File: config.mk
export PLATFORM = sky130hd
export DESIGN_NAME = chg_bal_avg
export DESIGN_NICKNAME = d
export VERILOG_FILES = /design/src/rtl/cba_pkg.sv /design/src/rtl/cba_rmul.sv /design/src/rtl/cba_sat.sv /design/src/rtl/cba_cal_div.sv /design/src/rtl/chg_bal_avg.sv
export SDC_FILE = /design/constraint.sdc
export NUM_CORES = 2
export LEC_CHECK = 0
export BUFFER_PORTS_ARGS = -buffer_cell sky130_fd_sc_hd__buf_2
export CAP_MARGIN = 20
export CELL_PAD_IN_SITES_DETAIL_PLACEMENT = 1
export CELL_PAD_IN_SITES_GLOBAL_PLACEMENT = 2
export CORE_ASPECT_RATIO = 0.6
export CORE_UTILIZATION = 37
export CTS_CLUSTER_DIAMETER = 120
export DETAILED_ROUTE_END_ITERATION = 12
export GPL_ROUTABILITY_DRIVEN = 0
export PLACE_DENSITY_LB_ADDON = 0.1
export SETUP_SLACK_MARGIN = 0.05
export SLEW_MARGIN = 20
export SYNTH_ARGS = -nofsm -noshare
export SYNTH_HDL_FRONTEND = slang
export SYNTH_SLANG_ARGS = --single-unit
File: constraint.sdc
create_clock -name clk -period 11.28 [get_ports clk]
set_input_delay 0.564 -clock clk [delete_from_list [all_inputs] [get_ports clk]]
set_output_delay 0.564 -clock clk [all_outputs]
set_load 0.005 [all_outputs]
File: src/rtl/cba_pkg.sv
// Shared types for the charge-balanced averaging engine.
package cba_pkg;

    // Sequencer phases: calibration capture, division, priming, normal run.
    typedef enum logic [2:0] {
        ST_CAL0  = 3'd0,
        ST_CAL   = 3'd1,
        ST_DIV   = 3'd2,
        ST_PRIME = 3'd3,
        ST_RUN   = 3'd4
    } cba_state_e;

endpackage

File: src/rtl/cba_rmul.sv
// Signed sample times unsigned fixed-point gain, rounded to nearest
// (half rounds up) at FRAC fractional bits. Purely combinational.
// Assumes the product plus half an LSB does not overflow P_W bits.
module cba_rmul #(
    parameter  int A_W  = 17,
    parameter  int G_W  = 16,
    parameter  int FRAC = 14,
    localparam int P_W  = A_W + G_W + 1,
    localparam int O_W  = P_W - FRAC
) (
    input  logic signed [A_W-1:0] a,
    input  logic        [G_W-1:0] g,
    output logic signed [O_W-1:0] y
);
    localparam logic signed [P_W-1:0] HALF = P_W'(1) << (FRAC - 1);

    logic signed [P_W-1:0] prod;
    logic signed [P_W-1:0] biased;

    // Full-width product, then bias by half an LSB and drop the fraction.
    assign prod   = a * $signed({1'b0, g});
    assign biased = prod + HALF;
    assign y      = biased[P_W-1:FRAC];
endmodule

File: src/rtl/cba_sat.sv
// Clips a signed value into a narrower signed range and flags a clip.
// When the output is at least as wide as the input it sign-extends.
module cba_sat #(
    parameter int IN_W  = 20,
    parameter int OUT_W = 10
) (
    input  logic signed [IN_W-1:0]  din,
    output logic signed [OUT_W-1:0] dout,
    output logic                    hit
);
    generate
        if (IN_W > OUT_W) begin : g_clip
            localparam logic signed [IN_W-1:0] HI = IN_W'(2 ** (OUT_W - 1) - 1);
            localparam logic signed [IN_W-1:0] LO = ~HI;
            // Compare against both rails and pick the limit when outside.
            always_comb begin
                if (din > HI) begin
                    dout = HI[OUT_W-1:0];
                    hit  = 1'b1;
                end else if (din < LO) begin
                    dout = LO[OUT_W-1:0];
                    hit  = 1'b1;
                end else begin
                    dout = din[OUT_W-1:0];
                    hit  = 1'b0;
                end
            end
        end else begin : g_pass
            assign dout = OUT_W'(din);
            assign hit  = 1'b0;
        end
    endgenerate
endmodule

File: src/rtl/cba_cal_div.sv
// Serial restoring divider for the calibration scale factor.
// quo = floor(num / den), one quotient bit per cycle, Q_W cycles.
// If den is zero or the quotient would not fit in Q_W bits, it returns
// all ones on the cycle after go. done pulses once when quo is valid.
// Assumes go is not raised again while a division is in progress.
module cba_cal_div #(
    parameter int NUM_W = 33,
    parameter int DEN_W = 17,
    parameter int Q_W   = 16
) (
    input  logic             clk,
    input  logic             rst_n,
    input  logic             go,
    input  logic [NUM_W-1:0] num,
    input  logic [DEN_W-1:0] den,
    output logic             done,
    output logic [Q_W-1:0]   quo
);
    localparam int HI_W  = NUM_W - Q_W;
    localparam int CMP_W = (HI_W > DEN_W) ? HI_W : DEN_W;
    localparam int CNT_W = $clog2(Q_W + 1);

    logic [HI_W-1:0]  num_hi;
    logic [DEN_W-1:0] rem;
    logic [Q_W-1:0]   sh;
    logic [CNT_W-1:0] cnt;
    logic             busy;
    logic [DEN_W:0]   trial;
    logic             q_bit;
    logic [DEN_W:0]   trial_sub;

    assign num_hi    = num[NUM_W-1:Q_W];
    assign trial     = {rem, sh[Q_W-1]};
    assign q_bit     = (trial >= {1'b0, den});
    assign trial_sub = trial - {1'b0, den};
    assign quo       = sh;

    // Load the operands, then shift quotient bits in as numerator bits leave.
    always_ff @(posedge clk) begin
        if (!rst_n) begin
            rem  <= '0;
            sh   <= '0;
            cnt  <= '0;
            busy <= 1'b0;
            done <= 1'b0;
        end else begin
            done <= 1'b0;
            if (go) begin
                if (den == '0 || CMP_W'(num_hi) >= CMP_W'(den)) begin
                    sh   <= '1;
                    busy <= 1'b0;
                    done <= 1'b1;
                end else begin
                    rem  <= DEN_W'(num_hi);
                    sh   <= num[Q_W-1:0];
                    cnt  <= CNT_W'(Q_W);
                    busy <= 1'b1;
                end
            end else if (busy) begin
                rem <= q_bit ? trial_sub[DEN_W-1:0] : trial[DEN_W-1:0];
                sh  <= {sh[Q_W-2:0], q_bit};
                cnt <= cnt - 1'b1;
                if (cnt == CNT_W'(1)) begin
                    busy <= 1'b0;
                    done <= 1'b1;
                end
            end
        end
    end
endmodule

File: src/rtl/chg_bal_avg.sv
// Charge-balanced integrator averaging engine.
// After reset it requests the calibration input (cal_busy) with the
// balancing word held at zero, and records the integrator output at the
// first strobe and CAL_PERIODS strobes later. It divides the known charge
// CAL_PERIODS*CAL_REF by that swing to get RC/Ts in Q2.14. After that,
// every strobe yields the period mean
//     avg = rnd(g*(y_prev - y_new)) + w_applied
// and the next balancing word w = sat(-rnd(g*y_new)).
// Assumes: strobes are at least Q_W+3 cycles apart, the ADC and the D/A
// share one code scale, and the integrator obeys
//     y(k) = y(k-1) - (x - w)/g.
module chg_bal_avg #(
    parameter  int ADC_W       = 16,
    parameter  int DAC_W       = 10,
    parameter  int GAIN_W      = 16,
    parameter  int FRAC        = 14,
    parameter  int CAL_PERIODS = 4,
    parameter  int CAL_REF     = 100,
    localparam int AVG_W       = ADC_W + GAIN_W + 3 - FRAC
) (
    input  logic                    clk,
    input  logic                    rst_n,
    input  logic                    smp_stb,
    input  logic signed [ADC_W-1:0] smp_data,
    output logic                    cal_busy,
    output logic                    cal_done,
    output logic [GAIN_W-1:0]       gain_q,
    output logic signed [DAC_W-1:0] dac_word,
    output logic                    dac_sat,
    output logic signed [AVG_W-1:0] avg_word,
    output logic                    avg_vld
);
    import cba_pkg::*;

    localparam int DIFF_W = ADC_W + 1;
    localparam int DM_W   = DIFF_W + GAIN_W + 1 - FRAC;
    localparam int WM_W   = ADC_W + GAIN_W + 1 - FRAC;
    localparam int CNT_W  = $clog2(CAL_PERIODS) + 1;
    localparam int NUM_W  = ADC_W + CNT_W + FRAC;
    localparam logic [NUM_W-1:0] NUMER = NUM_W'(CAL_PERIODS * CAL_REF) << FRAC;

    cba_state_e               state;
    logic signed [ADC_W-1:0]  y_prev;
    logic signed [ADC_W-1:0]  y_first;
    logic [CNT_W-1:0]         cal_cnt;
    logic [DIFF_W-1:0]        den_r;
    logic                     div_go;
    logic                     div_done;
    logic [GAIN_W-1:0]        div_quo;
    logic signed [DIFF_W-1:0] run_diff;
    logic signed [DIFF_W-1:0] cal_diff;
    logic signed [DM_W-1:0]   dm_out;
    logic signed [WM_W-1:0]   wm_out;
    logic signed [WM_W:0]     w_neg;
    logic signed [DAC_W-1:0]  w_next;
    logic                     w_hit;
    logic signed [AVG_W-1:0]  avg_calc;

    // Output swing over the period just ended, and over the calibration span.
    assign run_diff = DIFF_W'(y_prev)  - DIFF_W'(smp_data);
    assign cal_diff = DIFF_W'(y_first) - DIFF_W'(smp_data);

    cba_rmul #(.A_W(DIFF_W), .G_W(GAIN_W), .FRAC(FRAC)) u_mul_avg (
        .a (run_diff),
        .g (gain_q),
        .y (dm_out)
    );

    cba_rmul #(.A_W(ADC_W), .G_W(GAIN_W), .FRAC(FRAC)) u_mul_bal (
        .a (smp_data),
        .g (gain_q),
        .y (wm_out)
    );

    // The balancing word opposes the charge now held on the integrator.
    assign w_neg = -(WM_W + 1)'(wm_out);

    cba_sat #(.IN_W(WM_W + 1), .OUT_W(DAC_W)) u_sat (
        .din  (w_neg),
        .dout (w_next),
        .hit  (w_hit)
    );

    // The mean adds back the word that was in force during the period.
    assign avg_calc = AVG_W'(dm_out) + AVG_W'(dac_word);

    cba_cal_div #(.NUM_W(NUM_W), .DEN_W(DIFF_W), .Q_W(GAIN_W)) u_div (
        .clk   (clk),
        .rst_n (rst_n),
        .go    (div_go),
        .num   (NUMER),
        .den   (den_r),
        .done  (div_done),
        .quo   (div_quo)
    );

    assign cal_busy = !cal_done;

    // Sequencer: calibration capture, division, priming, then per-period update.
    always_ff @(posedge clk) begin
        if (!rst_n) begin
            state    <= ST_CAL0;
            y_prev   <= '0;
            y_first  <= '0;
            cal_cnt  <= '0;
            den_r    <= '0;
            div_go   <= 1'b0;
            gain_q   <= '0;
            cal_done <= 1'b0;
            dac_word <= '0;
            dac_sat  <= 1'b0;
            avg_word <= '0;
            avg_vld  <= 1'b0;
        end else begin
            avg_vld <= 1'b0;
            div_go  <= 1'b0;
            case (state)
                ST_CAL0: if (smp_stb) begin
                    y_first <= smp_data;
                    cal_cnt <= '0;
                    state   <= ST_CAL;
                end
                ST_CAL: if (smp_stb) begin
                    if (cal_cnt == CNT_W'(CAL_PERIODS - 1)) begin
                        den_r  <= (cal_diff > 0) ? cal_diff : '0;
                        div_go <= 1'b1;
                        state  <= ST_DIV;
                    end else begin
                        cal_cnt <= cal_cnt + 1'b1;
                    end
                end
                ST_DIV: if (div_done) begin
                    gain_q   <= div_quo;
                    cal_done <= 1'b1;
                    state    <= ST_PRIME;
                end
                ST_PRIME: if (smp_stb) begin
                    y_prev   <= smp_data;
                    dac_word <= w_next;
                    dac_sat  <= dac_sat | w_hit;
                    state    <= ST_RUN;
                end
                ST_RUN: if (smp_stb) begin
                    y_prev   <= smp_data;
                    dac_word <= w_next;
                    dac_sat  <= dac_sat | w_hit;
                    avg_word <= avg_calc;
                    avg_vld  <= 1'b1;
                end
                default: state <= ST_CAL0;
            endcase
        end
    end
endmodule

======== Yosys cells after proc, flatten, opt, wreduce, memory -nomap -nowiden ========
Cells that the tools add are included.
storage, ports and cells
  bits in registers ....................... 146
  input bits .............................. 19
  output and inout bits ................... 51
  logic and storage cells ................. 100
operators by class
  add/sub/neg operators ................... 9
  multiply operators ...................... 2
  order comparisons ....................... 5
  equality and inequality tests ........... 13
  multiplexer cells ....................... 35
  bitwise gates (word level) .............. 2
  reductions and logical operators ........ 17
operator list
  cell                    number
  $mux 17                 5
  $mux 16                 3
  $add 34x15->34 const B  1
  $mul 17x17->34          1
  $sub 16x16->17          2
  $add 33x15->33 const B  1
  $mul 16x17->33          1
  $mux 3                  8
  $add 20x10->21          1
  $gt 20x10->1 const B    1
  $lt 20x10->1 const B    1
  $mux 10                 2
  $neg 19->20             1
  $ge 18x17->1            1
  $ge 7x17->1 const A     1
  $gt 17x1->1 const B     1
  $logic_not 17->1        1
  $sub 17x17->17          1
  $mux 5                  3
  $pmux 3 s5              1
  $mux 1                  12
  $ne 2x2->1 const B      6
  $reduce_and 2->1        6
  $eq 3x2->1 const B      3
  other kinds (17)        19

======== Logic depth before layout (Yosys ltp) ========
  word-level depth ........................ 7
  depth in mapped cells ................... 50
  mapped depth without buffers ............ 49

======== By module ========
From an unflattened synthesis, not the netlist that was laid out.
second synthesis, totals
  cell total of the unflattened synthesis .. 3480
  area, all modules ....................... 29437.0 µm²
modules (own cells, without submodules)
  module                 times used  cells an instance  area each (µm²)  seq. area each (µm²)
  cba_rmul at u_mul_avg  1           1182               10654.0          0.0
  cba_rmul at u_mul_bal  1           968                8470.6           0.0
  chg_bal_avg            1           832                6625.1           2122.0
  cba_cal_div            1           466                3440.8           800.8
  cba_sat                1           32                 246.5            0.0

======== Worst setup path after synthesis ========
No wires, ideal clock.
  path kind ............................... input to register
  start point ............................. input smp_data[2]
  end point ............................... register avg_word[19]
  library setup time ...................... 115 ps
  arrival ................................. 10455 ps
  required time ........................... 11165 ps
  path slack .............................. 710 ps
  stages .................................. 48
  buffers on the path ..................... 3
  cell sequence ........................... clkbuf_1 clkbuf_1 inv_1 ha_1 nor2b_1 o21ai_0 a21boi_1 o21ai_0 a21boi_1 o21ai_0 a21boi_1 o21ai_0 a21boi_1 o21a_1 o21a_1 o311ai_1 clkbuf_1 and2_1 [... 12 more ...] nand2_1 a211oi_1 o21bai_1 a21oi_1 o211ai_1 o21a_1 nor2_1 xnor2_1 ha_1 nor3_1 nor2_1 a41oi_1 o21bai_1 a31o_2 a211oi_1 xor2_1 o21ai_0 and2_1
on the way
  longest elaborated chain between the ends .. 4
ends and longest elaborated chain
  what                    RTL line            RTL
  start: declaration      chg_bal_avg.sv:24   input logic signed [ADC_W-1:0] smp_data,
  $sub 16x16->17          chg_bal_avg.sv:60   assign run_diff = DIFF_W'(y_prev) - DIFF_W'(smp_data);
  $mul 17x17->34          cba_rmul.sv:21      assign prod = a * $signed({1'b0, g});
  $add 34x15->34          cba_rmul.sv:22      assign biased = prod + HALF;
  $add 20x10->21          chg_bal_avg.sv:85   assign avg_calc = AVG_W'(dm_out) + AVG_W'(dac_word);
  end signal: assignment  chg_bal_avg.sv:147  avg_word <= avg_calc;
  end: declaration        chg_bal_avg.sv:30   output logic signed [AVG_W-1:0] avg_word,
Every way passes these cells.
A chain may end at the register's enable or synchronous reset.

======== Final worst setup path ========
  start point ............................. register y_prev[0]
  end point ............................... register avg_word[20]
on the way
  longest elaborated chain between the ends .. 4
ends and longest elaborated chain
  what                      RTL line            RTL
  start: declaration        chg_bal_avg.sv:43   logic signed [ADC_W-1:0] y_prev;
  start signal: assignment  chg_bal_avg.sv:138  y_prev <= smp_data;
  start signal: assignment  chg_bal_avg.sv:144  y_prev <= smp_data;
  $sub 16x16->17            chg_bal_avg.sv:60
  $mul 17x17->34            cba_rmul.sv:21
  $add 34x15->34            cba_rmul.sv:22
  $add 20x10->21            chg_bal_avg.sv:85
Every way passes these cells.

==> key figures <==
Clocking
  • Worst-path clk slew: 80 ps
  • CTS tree: done
  • # hold bufs at CTS: 0
  • Max Root-Sink Buffers: 2
  • Clk Latency, worst-skew pair: 480 ps
  • Root buffer cell: clkbuf_16
  • H-tree levels: 4
  • Total CTS buffers: 17
  • Clock sinks: 146

Min path
  • Hold Path Stages: 2
  • Hold Path Class: flop to flop
  • HP Start: avg_word[1]
  • Hold Path End: avg_word[1]

Placed design
  • Place WS: -55.8 ps
  • HPWL Detailed: 80700 um
  • Port-buffer cells: 69
  • Cells after DPL: 4438

Setup path
  • Reg2reg setup slack: 690 ps
  • Worst R2R End: avg_word[20]
  • Slowest stage delay, CP: 540 ps
  • CP Launch Type: flop
  • Critical Path Sink Type: flop
  • CP Class: flop to flop
  • Crit path max fanout: 7
  • RR Startpoint: y_prev[0]
  • Slowest cell on the critical path: fa_1
  • Worst path arrival time: 11010 ps
  • CP required: 11700 ps
  • Worst reg2reg path depth: 44

Pwr
  • Clk pwr share: 44.2%
  • Peak supply drop: 0.000112 V
  • Total power: 1.37 mW
  • Power density over the cells: 43.8 nW/um^2
  • Reg power frac: 38.2%
  • Static leakage: 15.7 nW
  • Switching Share: 35.1%
  • Switching pwr: 0.480 mW
  • Internal power: 0.887 mW
  • Comb pwr share: 17.6%

STA
  • F_max: 0.0944 GHz
  • Fin. Hold Viols: 0
  • Fin crit period: 10590 ps
  • PnR worst setup slack: 690 ps
  • WHS: 468 ps
  • Setup violations, final: 0
  • Max Clock Skew: 13.0 ps
  • Slew headroom: 30.6%
  • RSZ-0062 raised after global routing: no
  • Tcrit/Tclk final: 93.9%
  • Setup TNS: 0 ps
  • Slew Limit Fails: 0
  • Worst slew pin tran: 1040 ps

Logic synthesis
  • Ys async rst share: 0%
  • Post-synth EDFFs: 0
  • Syn nets: 4196
  • Synth cell types: 91
  • Synth Flop Type: dfxtp_1
  • Post-Synthesis Cells: 3416
  • Synth Register Bits: 146
  • Syn avg cell area: 8.47 um^2
  • Synthesis warning total: 0
  • Mapped Area: 28900 um^2
  • Synth top area cells: fa_1 (32%), ha_1 (13%), dfxtp_1 (10%)
  • Post-synth top area cell: fa_1
  • Top-area cell type share of the netlist area: 32.5%
  • Seq/Total Area, Yosys: 10.1%

Drt
  • Remaining DRCs: 0
  • Post-DR vias/cell: 5.22
  • Via count: 23400
  • WL final: 98700 um
  • 1st-pass router iterations: 4
  • Starting DRT DRC Count: 1221
  • DRT antenna net count: 0
  • WL/cell: 22.1 um

Global route
  • Largest net degree at the start of global routing: 98
  • Initial antenna violation count: 5
  • Gr usage total: 25.8%
  • First-pass GRT wire length: 155000 um
  • Vias in the first global route: 25500
  • GR Overflow Total: 0

Floorplanning
  • Die width: 363 um
  • Rows: 78
  • Initial core utilization: 37.8%
  • Top Ports: 70
  • Die height: 219 um
  • CORE AREA: 76400 um^2
  • Die area: 79300 um^2

Job
  • # Max-Cap Violations: 0

Finish
  • Fin cells: 4472
  • Fill cells: 9036
  • Syn-to-layout area delta: 7.94%
  • # nets final: 4197
  • Most frequent cells in the layout: inv_1 (652), fa_1 (469), nand2_1 (428)
  • Commonest non-fill, non-tap cell in the layout: inv_1
  • Layout cell share with drive strength beyond 1: 6.88%

Run status
  • Status: finished, final reports clean
==> repair_timing <==
| item | in CTS | in global routing |
|---|---|---|
| hold endpoints to repair | 0 | 0 |
| setup endpoints to repair | 0 | 7 |
| setup buffers | 0 | 0 |
| resized for setup | 0 | 10 |
==> synth_stat cells (18+ instances only) <==
library cell and n:
a21oi_1 64, and2_1 230, nand2b_1 20, dfxtp_1 146
nor2b_1 53, and3_1 44, nor3b_1 18, nor2_1 161
ha_1 292, a21boi_0 67, a22o_1 19, inv_1 652
xor2_1 27, mux2i_1 20, nand3_1 58, fa_1 469
xnor2_1 61, a21o_1 32, a211oi_1 28, o21ai_0 81
nand2_1 428, clkbuf_1 159, nor3_1 31
==> metrics by stage <==
stage,cell area (um^2),utilization (%)
CTS,31200,40.8
global route,31200,40.8
floorplan,28900,-
detailed placement,30600,40.0
global placement,30600,40.0
finish,31200,40.8
==> worst max-delay path, delay by kind of cell, from the launching register on <==
family | cells | cell delay (ps)
AO/OA/AOI/OAI | 25 | 5070
adder cells (fa/ha/maj) | 10 | 4280
buffers and inverters | 5 | 260
flip-flops | 1 | 340
AND/OR/NAND/NOR | 4 | 610
==> flip-flops by register name (all words and copies together) (netlist names), 3 cells and up <==
| name | cells |
|---|---|
| avg_word | 21 |
| den_r | 17 |
| u_div.rem | 17 |
| gain_q | 16 |
| u_div.quo | 16 |
| y_first | 16 |
| y_prev | 16 |
| dac_word | 10 |
| u_div.cnt | 5 |
| cal_cnt | 3 |
| state | 3 |
==> how the worst max path moves through the flow <==
| stage | start | to | slack, ps | cells after the start |
|---|---|---|---|---|
| after CTS | y_prev[0] | avg_word[20] | 330 | 46 |
| after detailed placement | smp_data[1] | avg_word[20] | -60 | 46 |
| after global routing | y_prev[0] | avg_word[18] | 70 | 47 |
| after global placement | smp_data[0] | avg_word[20] | 290 | 46 |
| after floorplan | smp_data[2] | avg_word[19] | 710 | 48 |
| final | y_prev[0] | avg_word[20] | 690 | 44 |
==> layer usage <==
metal / part of all wire [%] / vias to the layer above / GRT usage, % / wire [um]
met5: 0.0081 / - / 0 / 8
met4: 1.4 / 2 / 4.36 / 1340
met3: 4.7 / 72 / 3.78 / 4650
met2: 41 / 421 / 38.1 / 40700
met1: 53 / 12100 / 39.8 / 52000
li1: - / 10700 / - / -
==> final cells by class <==
type                    count  area, um^2  share of cell area [%]
diodes                      2        5.00                  0.0160
clock buffers              17         425                    1.36
inverters                 656        2460                    7.89
flip-flops and latches    146        2930                    9.37
multi-input cells        2443       22900                    73.5
repair buffers            153         976                    3.13
well taps                1040        1300                    4.17
clock inverters            15         183                   0.585
==> logic make-up (layout without fill, tap and decap cells) <==
kind of cell / count (synthesis) / in the layout / share of synthesized area (%)
AND/OR/NAND/NOR: 1119 / 1119 / 19.3
buffers and inverters: 827 / 841 / 10.8
adder cells (fa/ha/maj): 765 / 765 / 45.2
AO/OA/AOI/OAI: 447 / 447 / 11.1
flip-flops: 146 / 146 / 10.1
XOR/XNOR: 88 / 88 / 2.67
multiplexers: 24 / 24 / 0.848
other: 0 / 2 / 0
==> power groups by stage <==
stage               logic, mW  clock network [mW]  registers (mW)
floorplan               0.134                   0           0.533
global placement        0.234                   0           0.533
detailed placement      0.238                   0           0.534
CTS                     0.240               0.623           0.521
global route            0.259               0.645           0.522
finish                  0.241               0.605           0.522
Note: power is estimated with default switching activity, not from simulation.
